[config.mk]
export PLATFORM = sky130hd
export DESIGN_NAME = sertx_top
export DESIGN_NICKNAME = d
export VERILOG_FILES = /design/src/rtl/sertx_pkg.sv /design/src/rtl/sertx_tick_gen.sv /design/src/rtl/sertx_frame_fmt.sv /design/src/rtl/sertx_shifter.sv /design/src/rtl/sertx_top.sv
export SDC_FILE = /design/constraint.sdc
export NUM_CORES = 1
export LEC_CHECK = 0
export BUFFER_PORTS_ARGS = -buffer_cell sky130_fd_sc_hd__buf_2
export CELL_PAD_IN_SITES_DETAIL_PLACEMENT = 1
export CELL_PAD_IN_SITES_GLOBAL_PLACEMENT = 1
export CORE_ASPECT_RATIO = 0.7
export CORE_MARGIN = 4
export CORE_UTILIZATION = 40
export CTS_BUF_LIST = sky130_fd_sc_hd__clkbuf_2 sky130_fd_sc_hd__clkbuf_4 sky130_fd_sc_hd__clkbuf_8
export DETAILED_ROUTE_END_ITERATION = 16
export HOLD_SLACK_MARGIN = 0.1
export PLACE_DENSITY = 0.78
export SYNTH_ARGS = -nofsm -noshare
export SYNTH_HDL_FRONTEND = slang
export SYNTH_SLANG_ARGS = --single-unit
[constraint.sdc]
create_clock -name clk -period 3.8 [get_ports clk]
set_input_delay 0.19 -clock clk [delete_from_list [all_inputs] [get_ports clk]]
set_output_delay 0.19 -clock clk [all_outputs]
set_load 0.01 [all_outputs]
[src/rtl/sertx_pkg.sv]
package sertx_pkg;

    localparam int DATA_W  = 8;
    localparam int FRAME_W = 1 + DATA_W + 1 + 2;
    localparam int CNT_W   = $clog2(FRAME_W + 1);
    localparam int OS_RATE = 16;

    typedef enum logic {
        ST_IDLE = 1'b0,
        ST_SEND = 1'b1
    } tx_state_e;

    // Field order matches line_ctl bit positions, MSB first.
    typedef struct packed {
        logic       brk;
        logic       par_stick;
        logic       par_even;
        logic       par_en;
        logic       two_stop;
        logic [1:0] wlen;
    } line_cfg_t;

endpackage

[src/rtl/sertx_tick_gen.sv]
module sertx_tick_gen #(
    parameter int DIV_W = 16
) (
    input  logic             clk,
    input  logic             rst_n,
    input  logic [DIV_W-1:0] divisor,
    output logic             os_tick
);

    typedef struct packed {
        logic [DIV_W-1:0] cnt;
    } tick_state_t;

    tick_state_t st_d, st_q;
    logic        at_limit;

    always_comb begin
        st_d     = st_q;
        at_limit = (divisor != '0) && (st_q.cnt >= divisor - DIV_W'(1));
        if (divisor == '0) begin
            st_d.cnt = '0;
        end else if (at_limit) begin
            st_d.cnt = '0;
        end else begin
            st_d.cnt = st_q.cnt + DIV_W'(1);
        end
    end

    assign os_tick = at_limit;

    always_ff @(posedge clk or negedge rst_n) begin
        if (!rst_n) begin
            st_q <= '0;
        end else begin
            st_q <= st_d;
        end
    end

endmodule

[src/rtl/sertx_frame_fmt.sv]
module sertx_frame_fmt
    import sertx_pkg::*;
(
    input  logic [DATA_W-1:0]  data,
    input  logic [1:0]         wlen,
    input  logic               two_stop,
    input  logic               par_en,
    input  logic               par_even,
    input  logic               par_stick,
    output logic [FRAME_W-1:0] frame,
    output logic [CNT_W-1:0]   nbits
);

    int   nwl;
    logic ones_xor;
    logic par_bit;

    always_comb begin
        nwl      = 5 + int'(wlen);
        frame    = '1;
        frame[0] = 1'b0;
        ones_xor = 1'b0;
        for (int i = 0; i < DATA_W; i++) begin
            if (i < nwl) begin
                frame[1 + i] = data[i];
                ones_xor     = ones_xor ^ data[i];
            end
        end
        if (par_stick) begin
            par_bit = ~par_even;
        end else if (par_even) begin
            par_bit = ones_xor;
        end else begin
            par_bit = ~ones_xor;
        end
        if (par_en) begin
            frame[1 + nwl] = par_bit;
        end
        nbits = CNT_W'(2 + nwl + int'(par_en) + int'(two_stop));
    end

endmodule

[src/rtl/sertx_shifter.sv]
module sertx_shifter
    import sertx_pkg::*;
(
    input  logic               clk,
    input  logic               rst_n,
    input  logic               os_tick,
    input  logic               wr_stb,
    input  logic [DATA_W-1:0]  wr_data,
    input  logic               brk,
    input  logic [FRAME_W-1:0] frame,
    input  logic [CNT_W-1:0]   nbits,
    output logic [DATA_W-1:0]  hold_data,
    output logic               tx_out,
    output logic               hold_empty,
    output logic               all_empty
);

    localparam int              SUB_W   = $clog2(OS_RATE);
    localparam logic [SUB_W-1:0] SUB_MAX = SUB_W'(OS_RATE - 1);

    typedef struct packed {
        tx_state_e          st;
        logic               hold_full;
        logic [DATA_W-1:0]  hold;
        logic [FRAME_W-1:0] sh;
        logic [CNT_W-1:0]   left;
        logic [SUB_W-1:0]   sub;
        logic               tx;
    } shift_state_t;

    shift_state_t st_d, st_q;
    logic         take;

    always_comb begin
        st_d = st_q;
        take = (st_q.st == ST_IDLE) && st_q.hold_full;

        if (take) begin
            st_d.st        = ST_SEND;
            st_d.sh        = frame;
            st_d.left      = nbits;
            st_d.sub       = '0;
            st_d.hold_full = 1'b0;
        end else if (st_q.st == ST_SEND && os_tick) begin
            if (st_q.sub == SUB_MAX) begin
                st_d.sub  = '0;
                st_d.sh   = {1'b1, st_q.sh[FRAME_W-1:1]};
                st_d.left = st_q.left - CNT_W'(1);
                if (st_q.left == CNT_W'(1)) begin
                    st_d.st = ST_IDLE;
                end
            end else begin
                st_d.sub = st_q.sub + SUB_W'(1);
            end
        end

        // A write in the same cycle as a take refills the register.
        if (wr_stb) begin
            st_d.hold      = wr_data;
            st_d.hold_full = 1'b1;
        end

        if (brk) begin
            st_d.tx = 1'b0;
        end else if (st_d.st == ST_SEND) begin
            st_d.tx = st_d.sh[0];
        end else begin
            st_d.tx = 1'b1;
        end
    end

    always_ff @(posedge clk or negedge rst_n) begin
        if (!rst_n) begin
            st_q    <= '0;
            st_q.st <= ST_IDLE;
            st_q.sh <= '1;
            st_q.tx <= 1'b1;
        end else begin
            st_q <= st_d;
        end
    end

    assign hold_data  = st_q.hold;
    assign tx_out     = st_q.tx;
    assign hold_empty = ~st_q.hold_full;
    assign all_empty  = ~st_q.hold_full && (st_q.st == ST_IDLE);

endmodule

[src/rtl/sertx_top.sv]
module sertx_top
    import sertx_pkg::*;
#(
    parameter int DIV_W = 16
) (
    input  logic              clk,
    input  logic              rst_n,
    input  logic              wr_stb,
    input  logic [DATA_W-1:0] wr_data,
    input  logic [6:0]        line_ctl,
    input  logic [DIV_W-1:0]  divisor,
    output logic              tx_out,
    output logic              hold_empty,
    output logic              all_empty
);

    line_cfg_t          cfg;
    logic               os_tick;
    logic [DATA_W-1:0]  hold_data;
    logic [FRAME_W-1:0] frame;
    logic [CNT_W-1:0]   nbits;

    assign cfg = line_cfg_t'(line_ctl);

    sertx_tick_gen #(.DIV_W(DIV_W)) u_tick (
        .clk     (clk),
        .rst_n   (rst_n),
        .divisor (divisor),
        .os_tick (os_tick)
    );

    sertx_frame_fmt u_fmt (
        .data      (hold_data),
        .wlen      (cfg.wlen),
        .two_stop  (cfg.two_stop),
        .par_en    (cfg.par_en),
        .par_even  (cfg.par_even),
        .par_stick (cfg.par_stick),
        .frame     (frame),
        .nbits     (nbits)
    );

    sertx_shifter u_shift (
        .clk        (clk),
        .rst_n      (rst_n),
        .os_tick    (os_tick),
        .wr_stb     (wr_stb),
        .wr_data    (wr_data),
        .brk        (cfg.brk),
        .frame      (frame),
        .nbits      (nbits),
        .hold_data  (hold_data),
        .tx_out     (tx_out),
        .hold_empty (hold_empty),
        .all_empty  (all_empty)
    );

endmodule

**After elaboration in Yosys (flattened, before gate mapping)**

Index checks and enable logic that the tools add are counted.

- Register bits: 47
- Output and inout port bits: 3
- Word-level logic and storage cells: 89

- Add/sub/neg operators: 9
- Magnitude comparators: 11
- Eq/ne operators: 2
- Multiplexer cells: 36
- Bitwise gates (word level): 11
- Reductions and logical operators: 11

Operators with widths:

| kind | count |
|---|---|
| $lt 4x32->1 const A | 4 |
| $lt 3x32->1 const A | 2 |
| $mux 16 | 3 |
| $mux 20 | 2 |
| $add 2x32->32 const A | 1 |
| $ge 32x1->1 const B | 1 |
| $lt 1x32->1 const A | 1 |
| $lt 2x32->1 const A | 1 |
| $lt 32x6->1 const B | 1 |
| $mux 1 | 26 |
| $add 16x1->16 const B | 1 |
| $ge 16x16->1 | 1 |
| $logic_not 16->1 | 1 |
| $reduce_bool 16->1 | 1 |
| $sub 16x1->16 const B | 1 |
| $bwmux 12 | 1 |
| $mux 12 | 1 |
| $mux 9 | 1 |
| $add 4x2->4 | 2 |
| $xor 1x1->1 | 7 |
| $reduce_bool 2->1 | 3 |
| $logic_and 1x1->1 | 5 |
| $add 3x2->4 const A | 1 |
| $add 3x4->4 const A | 1 |
| other kinds (8) | 11 |

**Depth between registers and ports, before layout**

Gate-level depths: netlist of run 1.

- Depth in word-level cells: 25
- Depth in mapped cells: 14

**Hierarchy**

Synthesis of run 1 repeated with hierarchy kept, for this count alone.

- Cell total of the unflattened synthesis: 349
- Area, all modules: 3365.7 sq um

Modules (own cells, without submodules):

| module | times used | cells an instance | area an instance (sq um) | sequential area each (sq um) |
|---|---|---|---|---|
| sertx_shifter | 1 | 131 | 1462.7 | 792.0 |
| sertx_tick_gen | 1 | 157 | 1430.1 | 400.4 |
| sertx_frame_fmt | 1 | 61 | 473.0 | 0.0 |

**Worst setup path before layout of run 1**

No wires, ideal clock.

- Path type: input-to-reg
- Start: input port divisor[5]
- End: register u_shift.st_q[12] in the netlist's numbering
- Data arrival time: 3.172 ns
- Data required time: 3.716 ns
- Path slack: 0.544 ns
- Stages: 13
- Buffers on the path: 0
- Path through: or3_1 > nor3_2 > nand3_1 > nor3_1 > xnor2_1 > ha_1 > o21ai_0 > nor2_1 > or3_1 > a211o_1 > nand4_4 > mux2_2 > a311o_1

- Cells in the longest elaborated chain, start to end: 6
- Elaborated cells on any way between the ends: 7
- Those cells by class: add/sub: 1; order compare: 1; reduce/logical: 5

Ends and longest elaborated chain:

| element | RTL line | RTL |
|---|---|---|
| from (decl) | sertx_top.sv:11 | `input logic [DIV_W-1:0] divisor,` |
| $sub 16x1->16 | sertx_tick_gen.sv:19 | `at_limit = (divisor != '0) && (st_q.cnt >= divisor - DIV_W'(1));` |
| $ge 16x16->1 | sertx_tick_gen.sv:19 |  |
| $logic_and 1x1->1 * | sertx_tick_gen.sv:19 |  |
| $logic_and 1x1->1 * | sertx_shifter.sv:44 | `end else if (st_q.st == ST_SEND && os_tick) begin` |
| $reduce_bool 2->1 (no source line) * | - |  |
| $reduce_and 2->1 (no source line) * | - |  |
| to (signal assigned) | sertx_shifter.sv:79 | `st_q <= st_d;` |
| to (decl) | sertx_shifter.sv:31 | `shift_state_t st_d, st_q;` |

Every way passes the cells marked *; elsewhere a longest branch is shown, timed or not.
A chain may end at the register's enable or synchronous reset.

**Worst setup path in the final report of run 1**

- Start: input port divisor[5]
- End: register u_shift.st_q[11] in the netlist's numbering

The elaborated chain is that of the path after synthesis.

==> results of run 1 <==
## power breakdown
| group | internal, mW | switching [mW] |
|---|---|---|
| clock | 0.154 | 0.175 |
| sequential | 0.582 | 0.0774 |
| combinational | 0.151 | 0.175 |
## synth_stat cells, types with 7 or more instances
library cell | number | area, um2
inv_1 | 21 | 78.8
ha_1 | 32 | 400
nand2_1 | 21 | 78.8
clkbuf_1 | 7 | 26.3
a21oi_1 | 8 | 40.0
xor2_1 | 9 | 78.8
nand3_1 | 21 | 105
and3_1 | 8 | 50.1
dfrtp_1 | 34 | 851
mux2i_1 | 7 | 70.1
a221o_1 | 7 | 70.1
nor2_1 | 40 | 150
mux2_2 | 10 | 113
dfstp_2 | 13 | 342
xnor2_1 | 25 | 219
## state kept, by name, summed over array words and instances (netlist names)
signal / count
u_shift.tx_out: 1
u_shift.hold_data: 8
u_tick.st_q: 16
u_shift.st_q: 22
## worst max-delay path, cell delays in order
cell and delay (ns):
buf_2 0.12, or3_1 0.42, nor3_2 0.26, nand3_1 0.16, nor4_1 0.26, xnor2_1 0.13, ha_1 0.28, nand4_1 0.14
a2111oi_1 0.48, a211o_1 0.27, nand4_4 0.25, buf_4 0.26, mux2i_1 0.12, a311o_1 0.33
## how the worst max path moves through the flow
stage                        to       start  slack (ns)  depth (start not counted)
3_3_place_gp   u_shift.st_q[12]  divisor[5]        0.22                         14
5_1_grt        u_shift.st_q[11]  divisor[5]       0.008                         14
3_5_place_dp   u_shift.st_q[11]  divisor[5]        0.09                         14
6_report       u_shift.st_q[11]  divisor[5]        0.38                         14
4_1_cts        u_shift.st_q[11]  divisor[5]        0.41                         14
2_1_floorplan  u_shift.st_q[12]  divisor[5]        0.54                         13
## final cells by class
type	count	area share [%]
clock inverter	1	0.136
inverter	21	2.15
sequential	47	32.5
clock buffer	7	2.45
multi-input combinational	261	53.1
timing repair buffer	42	6.27
tap	101	3.44
## through the flow
step                power [mW]  hold WS [ns]
floorplan                0.865        -0.106
global placement         0.964         0.326
detailed placement       0.989         0.326
CTS                       1.33         0.104
global route              1.41         0.106
finish                    1.32         0.110
## layer usage
layer,up-vias,GRT usage [%],routed length (um)
li1,1273,-,-
met1,1311,27.1,4140
met2,25,28.9,3950
met3,4,2.90,264
met4,0,3.37,53
met5,-,0,0
## kinds of logic after synthesis
logic type      synth area share (%)
compound gates                  10.3
xor+xnor                        10.3
fa+ha+maj                       12.9
buf+inv                         3.94
flops                           36.5
mux                             5.59
simple gates                    20.6
## timing repair
item | 4_1_cts | 5_1_grt
hold buffers | 2 | 0
gates resized for setup | 0 | 1
setup endpoints to repair | 0 | 2
endpoints found under the hold margin | 35 | 0
==> results.md, run 1 <==
* Outcome: completed
* Post-Syn Area at roughly 3300 um2
* R2R depth at 8
* Worst hold path type: input port to flop
* Ys flop type: dfrtp_1
* Fillcell total at between 900 and 1000
* Mapped Cells at 339
* Sequential share of the synthesized area at 36.5%
* Inst Count DP at between 400 and 500
* Initial antenna violation count at 0
* PnR worst setup slack at roughly 0.38 ns
* Synthesis Warnings at 0
* Max H-tree Level at 2
* Flop-to-flop setup slack at 1.07 ns
* Design area at around 3700 um2
* RePlAce Congestion at 0.826
* Die height at 83.6 um
* Worst clock skew at about 0.008 ns
* Worst-Skew Late Latency at roughly 0.30 ns
* Final ANT Viol Nets at 0
* Max Fclk at between 0.2 and 0.3 GHz
* Final setup violation count at 0
* Pin count of the biggest net entering global routing at 48
* Drt drc at 0
* Clock transition at path regs at 0.09 ns
* CTS tree: built
* Final wirelength at between 8000 and 9000 um
* # IOs at 37
* R2R Path End: u_shift.st_q[11]
* RSZ-0062 raised after global routing: no
* Min Clock Period, post-route at 3.42 ns
* Detailed Place HPWL at 6370 um
* Most frequent cells in the layout: nor2_1, buf_2, dfrtp_1, ha_1, xnor2_1
* Post-synth EDFFs at 0
* Diodes inserted at 0
* Yosys cell types at 54
* Pins Over Slew Limit at 0
* Peak supply drop at between 150 and 200 uV
* Final Non-Filler Cells at between 400 and 500
* Final Hold Fails at 0
* Vias in the first global route at about 2800
* Largest buffer count on any clock path at 2
* Post-synth ARST share at between 90% and 100%
* Die W at around 120 um
* Synthesis-to-layout area growth at 12.3%
* Power per cell area at 358 nW/um2
* Cell Rows at 27
* Crit path launch type: input port
* FF-to-FF Start: u_tick.st_q[13]
* Final nets at around 450
* Starting density of the core at about two fifths
* DP Worst Slack at around 0.095 ns
* Multi-input logic area at between 1500 and 2000 um2
* DR vias/cell at ~5.4
* WHS Path Cells at 2
* Port Buf Inserts at 36
* Worst slew pin tran at slightly above 0.8 ns
* Total global routing overflow at 0
* Dpl cell area at between 3000 and 4000 um2
* CP max FO at 15
* #FFs+latches synth at 47
* GRT Util Overall at ~18%
* Core area at 7910 um2
* Sink Count at 47
* Synth Area per Inst at about 9.6 um2
* Drt first pass iters at 4
* WL/cell at 17.5 um
* Max_cap viols at 0
* Critical path type: input port to flop
* Reg area at 1190 um2
* DR iter-0 viols at ~120
* Setup TNS at 0 ns
* CP endpoint kind: flop
* Clk root buf: clkbuf_8
* Worst hold start: wr_data[4]
* Via count at approximately 2600
* Share of layout cells above drive strength 1 at between 20% and 30%
* Slew margin rel. at 45.9%
* Mapped Nets at 406
* Hold Path Sink: u_shift.hold_data[4]
* Fin crit share at around nine tenths
* Worst EP required at about 4 ns
* Commonest non-fill, non-tap cell in the layout: nor2_1
* Cts bufs inserted at 5
* Leak at 1.67 nW
* Die ar. at slightly below 10000 um2
* Core Util, Final at about 46%
* First-pass GRT wire length at 14400 um
* Postcts setup bufs at 0
* CP Data Arrival Time at 3.66 ns
No activity file was read; power rests on OpenSTA's default activity.
==> run 2, diff against run 1 <==
Settings changed: PLACE_DENSITY 0.78 to 0.84.
==> run 2 against run 1 <==
  * Final cell count shrank 0.21%
  * Critical endpoint is now u_shift.tx_out
  * Critical path depth is the same
  * Critical path type unchanged
  * Sequential cell count is the same
==> results.md, run 2 (synthesized netlist as in run 1, its figures left out) <==
* Multi-input logic area at 1950 um2 (about the same)
* CTS tree: built
* Via count at 2652 (+1.5%)
* CP max FO at 10 (-5)
* Pin count of the biggest net entering global routing at 48 (unchanged)
* First-pass GRT wire length at 13800 um (-4.1%)
* Final setup violation count at 0 (unchanged)
* CP max stage delay at 0.42 ns (-0.06 ns)
* WL/cell at 17.2 um (-1.9%)
* Worst-Skew Late Latency at 0.30 ns (about the same)
* Port Buf Inserts at 36 (unchanged)
* RePlAce Congestion at 0.808 (-2.2%)
* Die W at 116 um (unchanged)
* Slew margin rel. at 28.1% (-18 points)
* CP bufs+invs at 2 (unchanged)
* Final Hold Fails at 0 (unchanged)
* Critical Path, Cell by Cell: buf_2, or3_1, nor3_2, nand3_1, nor4_1, xnor2_1, ha_1, nand4_1, a2111oi_0, a211o_1, nand4_4, buf_4, o32a_1, a31oi_1
* Sink Count at 47 (unchanged)
* Fillcell total at 960 (+4.2%)
* Gates resized, CTS repair at 0 (unchanged)
* Detailed Place HPWL at 6490 um (+2.0%)
* DR iter-0 viols at 96 (-17%)
* Max Fclk at 0.296 GHz (+1.2%)
* Drt first pass iters at 4 (unchanged)
* Total internal power at 0.877 mW (-1.2%)
* Initial antenna violation count at 0 (unchanged)
* Worst slew pin tran at 1.08 ns (+0.267 ns)
* Share of layout cells above drive strength 1 at 21.7% (+0.057 points)
* Cts bufs inserted at 5 (unchanged)
* Starting density of the core at 41.3% (unchanged)
* GRT Util Overall at 17.6% (-0.91 points)
* Final wirelength at 8220 um (-2.1%)
* DR vias/cell at 5.54 (+1.7%)
* Vias in the first global route at 2788 (-1.2%)
* Clk network pwr share at 24.3% (-0.8 points)
* Comb pwr share at 25.0% (+0.2 points)
* Clk root buf: clkbuf_8
* DP Worst Slack at 0.128 ns (+0.0335 ns)
* Inst Count DP at 470 (unchanged)
* Biggest register: u_shift.st_q
* Slowest cell on crit path: or3_1
* CP Data Arrival Time at 3.60 ns (-0.06 ns)
* Most frequent cells in the layout: nor2_1, buf_2, dfrtp_1, ha_1, xnor2_1
* Die height at 83.6 um (unchanged)
* RSZ-0062 raised after global routing: no
* Worst clock skew at 0.00419 ns (-0.00379 ns)
* Max reg flops at 22 (unchanged)
* Outcome: completed
* CP endpoint kind: flop
* Fin crit share at 89.0% (-1.0 points)
* Setup TNS at 0 ns (unchanged)
* Dpl cell area at 3550 um2 (unchanged)
* Diodes inserted at 0 (unchanged)
* Crit path launch type: input port
* Synthesis-to-layout area growth at 11.8%
* Pins Over Slew Limit at 0 (unchanged)
* Die ar. at 9700 um2 (unchanged)
* Cell Rows at 27 (unchanged)
* Leak at 1.67 nW (-0.44%)
* Sw Pwr at 0.425 mW (-0.73%)
* Design area at 3650 um2 (-0.48%)
* Total Power at 1.30 mW (-1.0%)
* Largest buffer count on any clock path at 2 (unchanged)
* Reg area at 1190 um2 (unchanged)
* Final nets at 444 (-0.22%)
* Final Non-Filler Cells at 479 (-0.21%)
* Worst EP required at 4.02 ns (about the same)
* Core area at 7910 um2 (unchanged)
* Switching share of total power at 32.6% (+0.10 points)
* Worst hold path type: input port to asynchronous set/reset pin
* Min Clock Period, post-route at 3.38 ns (-0.0389 ns)
* Final ANT Viol Nets at 0 (unchanged)
* Max_cap viols at 0 (unchanged)
* # IOs at 37 (unchanged)
* Max H-tree Level at 2 (unchanged)
* Critical path type: input port to flop
* Drt drc at 0 (unchanged)
* Commonest non-fill, non-tap cell in the layout: nor2_1
* Power share of the sequential group at 50.7% (+0.6 points)
* Total global routing overflow at 0 (unchanged)
* Clock transition at path regs at 0.09 ns (about the same)
* Peak supply drop at 148 uV (-2.4%)
* Power per cell area at 356 nW/um2 (-0.57%)
* Delay-heaviest family, CP: simple AND/OR/NAND/NOR gates
* PnR worst setup slack at 0.417 ns (+0.0389 ns)
-- run 2: cell types whose count changed in the layout (fill, tap and decap cells not counted), sizes merged --
cell and delta:
dlygate4sd3 -1
-- run 2: per-layer routing --
metal	track usage (%)	share of wire, %
met5	0	0
met3	2.75	2.6
met4	2.74	0.71
met1	25.0	48
met2	28.7	48
-- run 2: power by group through the flow --
stage	logic [mW]	clock network (mW)	registers, mW
after floorplan	0.223	0	0.642
after global placement	0.300	0	0.660
after detailed placement	0.325	0	0.667
after CTS	0.329	0.322	0.658
after global routing	0.372	0.341	0.671
final	0.325	0.317	0.659
-- run 2: stage by stage --
step	utilization [%]	hold WS, ns
2_1_floorplan	-	-0.106
3_3_place_gp	45.0	0.332
3_5_place_dp	45.0	0.343
6_report	46.2	0.0666
5_1_grt	46.2	0.114
4_1_cts	46.2	0.114
-- run 2: path summary, 6_finish.rpt --
path / startpoint / slack [ns] / cells past startpoint / endpoint
worst max-delay path: divisor[5] / 0.42 / 14 / u_shift.tx_out
worst min-delay path: rst_n / 0.07 / 1 / u_shift.hold_data[7]
worst max register to register: u_tick.st_q[13] / 1.10 / 8 / u_shift.tx_out
worst min register to register: u_shift.hold_data[5] / 0.54 / 1 / u_shift.hold_data[5]
max in group asynchronous: rst_n / 3.05 / 1 / u_tick.st_q[5]
min in group clk: wr_data[2] / 0.11 / 2 / u_shift.hold_data[2]
-- run 2: area by class of cell --
class,instances,share of cell area [%]
repair buffers,41,6.03
flip-flops and latches,47,32.6
clock buffers,7,2.29
multi-input cells,261,53.3
well taps,101,3.46
clock inverters,1,0.137
inverters,21,2.16
-- run 2: repair_timing --
item / in CTS / in global routing
buffers inserted: 0 / 0
setup endpoints to repair: 0 / 0
hold buffers: 1 / 0
hold endpoints to repair: 1 / 0
